### src/rtl/coal_pkg.sv
package coal_pkg;

    localparam int LANES     = 32;
    localparam int AW        = 32;
    localparam int SEG_SHIFT = 7;
    localparam int SEG_W     = AW - SEG_SHIFT;
    localparam int LIDX_W    = $clog2(LANES);

    typedef logic [SEG_W-1:0]  seg_t;
    typedef logic [LANES-1:0]  lmask_t;
    typedef logic [LIDX_W-1:0] lidx_t;
    typedef logic [AW-1:0]     addr_t;

    typedef struct packed {
        addr_t  base;
        lmask_t lanes;
    } txn_t;

    function automatic seg_t seg_of(input addr_t a);
        return a[AW-1:SEG_SHIFT];
    endfunction

    function automatic addr_t seg_base(input seg_t s);
        return {s, {SEG_SHIFT{1'b0}}};
    endfunction

endpackage

### src/rtl/coal_seg_store.sv
module coal_seg_store
    import coal_pkg::*;
(
    input  logic                clk,
    input  logic                load,
    input  logic [LANES*AW-1:0] addr_flat,
    output seg_t                segs [LANES]
);
    logic [LANES*SEG_SHIFT-1:0] unused_low;

    for (genvar g = 0; g < LANES; g++) begin : g_lane
        assign unused_low[g*SEG_SHIFT +: SEG_SHIFT] = addr_flat[g*AW +: SEG_SHIFT];
        always_ff @(posedge clk) begin
            if (load) begin
                segs[g] <= seg_of(addr_flat[g*AW +: AW]);
            end
        end
    end
endmodule

### src/rtl/coal_lane_pick.sv
module coal_lane_pick
    import coal_pkg::*;
(
    input  lmask_t pending,
    output lidx_t  lead,
    output logic   any
);
    always_comb begin
        lead = '0;
        any  = 1'b0;
        for (int i = LANES - 1; i >= 0; i--) begin
            if (pending[i]) begin
                lead = LIDX_W'(i);
                any  = 1'b1;
            end
        end
    end
endmodule

### src/rtl/coal_seg_match.sv
module coal_seg_match
    import coal_pkg::*;
(
    input  seg_t   segs [LANES],
    input  seg_t   lead_seg,
    input  lmask_t pending,
    output lmask_t hit
);
    for (genvar g = 0; g < LANES; g++) begin : g_cmp
        assign hit[g] = pending[g] && (segs[g] == lead_seg);
    end
endmodule

### src/rtl/warp_coalescer.sv
module warp_coalescer
    import coal_pkg::*;
(
    input  logic                clk,
    input  logic                rst,
    input  logic                req_valid,
    output logic                req_ready,
    input  logic [LANES-1:0]    req_active,
    input  logic [LANES*AW-1:0] req_addr,
    output logic                txn_valid,
    input  logic                txn_ready,
    output logic [AW-1:0]       txn_base,
    output logic [LANES-1:0]    txn_mask,
    output logic                done
);
    lmask_t pending_q;
    seg_t   segs [LANES];
    lidx_t  lead;
    logic   any;
    seg_t   lead_seg;
    lmask_t hit;
    lmask_t remain;
    txn_t   cur;
    logic   accept;
    logic   fire;

    assign req_ready = (pending_q == '0);
    assign accept    = req_valid && req_ready;

    coal_seg_store u_store (
        .clk       (clk),
        .load      (accept),
        .addr_flat (req_addr),
        .segs      (segs)
    );

    coal_lane_pick u_pick (
        .pending (pending_q),
        .lead    (lead),
        .any     (any)
    );

    assign lead_seg = segs[lead];

    coal_seg_match u_match (
        .segs     (segs),
        .lead_seg (lead_seg),
        .pending  (pending_q),
        .hit      (hit)
    );

    assign cur.base  = seg_base(lead_seg);
    assign cur.lanes = hit;

    assign txn_valid = any;
    assign txn_base  = cur.base;
    assign txn_mask  = cur.lanes;

    assign fire   = txn_valid && txn_ready;
    assign remain = pending_q & ~hit;
    assign done   = (fire && (remain == '0)) || (accept && (req_active == '0));

    always_ff @(posedge clk) begin
        if (rst) begin
            pending_q <= '0;
        end else if (accept) begin
            pending_q <= req_active;
        end else if (fire) begin
            pending_q <= remain;
        end
    end

    // an offered transaction holds while stalled
    a_r7_hold_stalled: assert property (@(posedge clk) disable iff (rst)
        (txn_valid && !txn_ready) |=> (txn_valid && $stable(txn_base) && $stable(txn_mask)));

    // the request side reopens after the final handshake
    a_r8_ready_after_done: assert property (@(posedge clk) disable iff (rst)
        (done && txn_valid) |=> req_ready);

    // an offered transaction always serves at least its lead lane
    a_r3_mask_nonempty: assert property (@(posedge clk) disable iff (rst)
        txn_valid |-> (txn_mask != '0));

    // successive transactions of one request serve disjoint lanes
    a_r4_disjoint: assert property (@(posedge clk) disable iff (rst)
        (txn_valid && txn_ready && !done) |=> (txn_valid && ((txn_mask & $past(txn_mask)) == '0)));

    // no request is taken while transactions are pending
    a_r11_busy_closed: assert property (@(posedge clk) disable iff (rst)
        txn_valid |-> !req_ready);
endmodule

### config.mk
export PLATFORM = sky130hd
export DESIGN_NAME = warp_coalescer
export DESIGN_NICKNAME = d
export VERILOG_FILES = /design/src/rtl/coal_pkg.sv /design/src/rtl/coal_seg_store.sv /design/src/rtl/coal_lane_pick.sv /design/src/rtl/coal_seg_match.sv /design/src/rtl/warp_coalescer.sv
export SDC_FILE = /design/constraint.sdc
export NUM_CORES = 2
export LEC_CHECK = 0
export CORE_AREA = 2 2 445 447
export CTS_CLUSTER_DIAMETER = 100
export DETAILED_ROUTE_END_ITERATION = 6
export DIE_AREA = 0 0 447 449
export GPL_TIMING_DRIVEN = 0
export PLACE_DENSITY = 0.46
export SLEW_MARGIN = 0
export SYNTH_ARGS = -nofsm -noshare
export SYNTH_HDL_FRONTEND = slang
export SYNTH_HIERARCHICAL = 1
export SYNTH_SLANG_ARGS = --single-unit
### constraint.sdc
create_clock -name clk -period 18.52 [get_ports clk]
set_clock_uncertainty 0.05 [all_clocks]
set_input_delay 4.63 -clock clk [delete_from_list [all_inputs] [get_ports clk]]
set_output_delay 4.63 -clock clk [all_outputs]
set_load 0.02 [all_outputs]
==> impl_metrics.tcl <==
set metrics [dict create \
    status "finished with violations" \
    failed_checks "max-capacitance violations, max-slew violations" \
    synth_cells 2820 \
    row_count 163 \
    drtPass1Iterations 6 \
    final_net_count 4891 \
    synth_edf_count 800 \
    slew_violations 5 \
    fp.dieW_um 447 \
    clk_path_buf_depth 3 \
    hpwl_um 236000 \
    cp_max_fo 10 \
    crit_path_end_kind "output pin" \
    cts.sinks 832 \
    synth-seq-cells 832 \
    place_congestion 1.00 \
    grt_setup_unrepaired "no" \
    drtAntennaViolNets 0 \
    fmax_ghz 0.0654 \
    setup_viol 0 \
    drv_cap 2 \
    wl_per_cell_um 44.9 \
    drive_gt1_frac 0.142 \
    syn_area_um2 42500 \
    routed_wl_um 295000 \
    crit_type "flip-flop to output pin" \
    post-cts-setup-buffers 0 \
    maxSlewHeadroom -0.156 \
    synth_ff_type "edfxtp_1" \
    cp.arrival_ps 10610 \
    num_vias 32800 \
    core_area_um2 196000 \
    finalHoldViolCount 0 \
    cts_tree "built" \
    hp-class "flip-flop to flip-flop" \
    grt.overflow.total 0 \
    dieArea_um2 201000 \
    period_needed_ps 15290 \
    cts_resized 0 \
    vias_per_cell 4.98 \
    ios 1127 \
    clkTransAtPathRegs_ps 60 \
    cts-root-buf "clkbuf_16" \
    grt_max_degree 116 \
    areaGrowthSynthToFinish_pct 37.3 \
    ys_seq_area_frac 0.580 \
    initial_core_util 0.217 \
    worstMarginPinSlew_ps 1720 \
    ys_types 52 \
    grt_pass1_vias 32300 \
    die_h_um 449 \
    syn_area_per_cell_um2 15.1 \
    num-fill-cells 19900 \
    ys_async_sr_fraction 0 \
    antenna_found_initial 63 \
    cts-buffers-inserted 100 \
    required_ps 13840 \
    htree_levels 3 \
    grtUsageTotal 0.286 \
    cts_hold_buffers 0 \
    tns_ps 0 \
    io_buffers 895 \
    ys_warn_count 6 \
    finalCritPeriodShare 0.826 \
    drc 0 \
    start_kind "flip-flop" \
    drt-initial-drc-count 4626 \
    clk_latency_ps 760 \
    grt_pass1_wl_um 364000 \
]
## sequential cells by signal, indices dropped and copies added, names as in the netlist
register	count
u_store/segs	800
pending_q	32
## kinds of logic after synthesis
| logic type | after synthesis | share of synthesized area |
|---|---|---|
| buffers and inverters | 239 | 0.0391 |
| xor gates and xnor gates | 796 | 0.164 |
| and+or+nand+nor | 498 | 0.0679 |
| DFF | 832 | 0.580 |
| other | 1 | 0.0000882 |
| muxes | 250 | 0.110 |
| AOI/OAI and AO/OA | 204 | 0.0381 |
## placed cells by master, fill, tap and decap left out, drive strengths merged, types with 12 or more instances in the layout
cell           instances
xnor2                288
a22oi                 75
clkdlybuf4s50        895
nor2                  42
buf                  177
nor4                 178
bufinv                12
mux2i                 75
a21oi                 39
inv                   50
a31oi                 26
clkbuf               148
nand2                100
xor2                 508
edfxtp               800
nand4                 69
nand3                 88
diode                 19
clkinv                36
o2111a                25
mux4                 175
dfxtp                 32
## metrics by stage
| stage | area [um2] | utilization | cells | worst slack (ps) | hold slack, ps |
|---|---|---|---|---|---|
| floorplan | 42500 | - | 2826 | 4590 | 434 |
| global placement | 54800 | 0.279 | 6361 | 1030 | 574 |
| detailed placement | 55000 | 0.280 | 6369 | 4650 | 583 |
| CTS | 58300 | 0.297 | 6555 | 3780 | 602 |
| global route | 58400 | 0.297 | 6569 | 3400 | 629 |
| finish | 58400 | 0.297 | 6574 | 3230 | 598 |
## layout make-up
cell class | count | area (um2) | share of cell area
Sequential cell | 832 | 24700 | 0.423
Multi-Input combinational cell | 1755 | 16200 | 0.278
Timing Repair Buffer | 903 | 9180 | 0.157
Tap cell | 2640 | 3300 | 0.0566
Clock buffer | 121 | 2600 | 0.0446
Buffer | 196 | 1500 | 0.0257
Clock inverter | 65 | 703 | 0.0120
Inverter | 43 | 161 | 0.00277
Antenna cell | 19 | 47.5 | 0.000815
## metal layers
metal / vias to the layer above / track usage / wire length [um]
met1: 17100 / 0.358 / 117000
met2: 2192 / 0.435 / 131000
met3: 594 / 0.0734 / 25600
li1: 12800 / - / -
met5: - / 0 / 332
met4: 58 / 0.183 / 21600
## cell usage after synthesis, drive strengths merged (3+ instances only)
cell	number	area, um2
clkbuf	27	103
nor2	42	165
mux2i	75	751
nand3	88	440
nand2	100	375
xor2	508	4450
o22ai	10	62.6
nand4	69	432
a21oi	39	195
o21ai	6	30.0
o2111a	25	282
and2	3	18.8
mux4	175	3940
nor2b	3	18.8
nor4	178	1320
a22oi	75	663
nor3	8	51.3
o2111ai	5	43.8
buf	169	1400
edfxtp	800	24000
xnor2	288	2520
a221oi	5	43.8
dfxtp	32	641
a2111oi	6	77.6
inv	43	161
a31oi	26	163
## worst paths after layout
path	depth (start not counted)	slack, ps	endpoint	start
setup / recovery	23	3230	done	pending_q[24]
hold / removal	2	600	pending_q[18]	pending_q[18]
setup reg to reg	21	10150	pending_q[0]	pending_q[24]
hold reg to reg	2	600	pending_q[18]	pending_q[18]
## worst max-delay path, stage by stage, from the launching register on
cell	delay, ps
dfxtp_1	450
nor4_1	420
a21oi_1	140
o21ai_1	170
a21oi_1	90
nor4b_2	830
nor2b_1	100
buf_2	240
buf_6	180
a22oi_2	440
mux2i_1	230
o2111a_1	430
a31oi_1	820
buf_6	330
buf_2	810
xor2_1	150
nor4_1	580
nand3_1	180
nor4_2	1050
o22ai_1	260
nor4_1	390
nand4_1	200
o21ai_1	560
clkdlybuf4s50_1	730
Power is left out: the tool's default activity adds up to more than one toggle a clock period on the data nets, which glitch-free logic cannot reach.
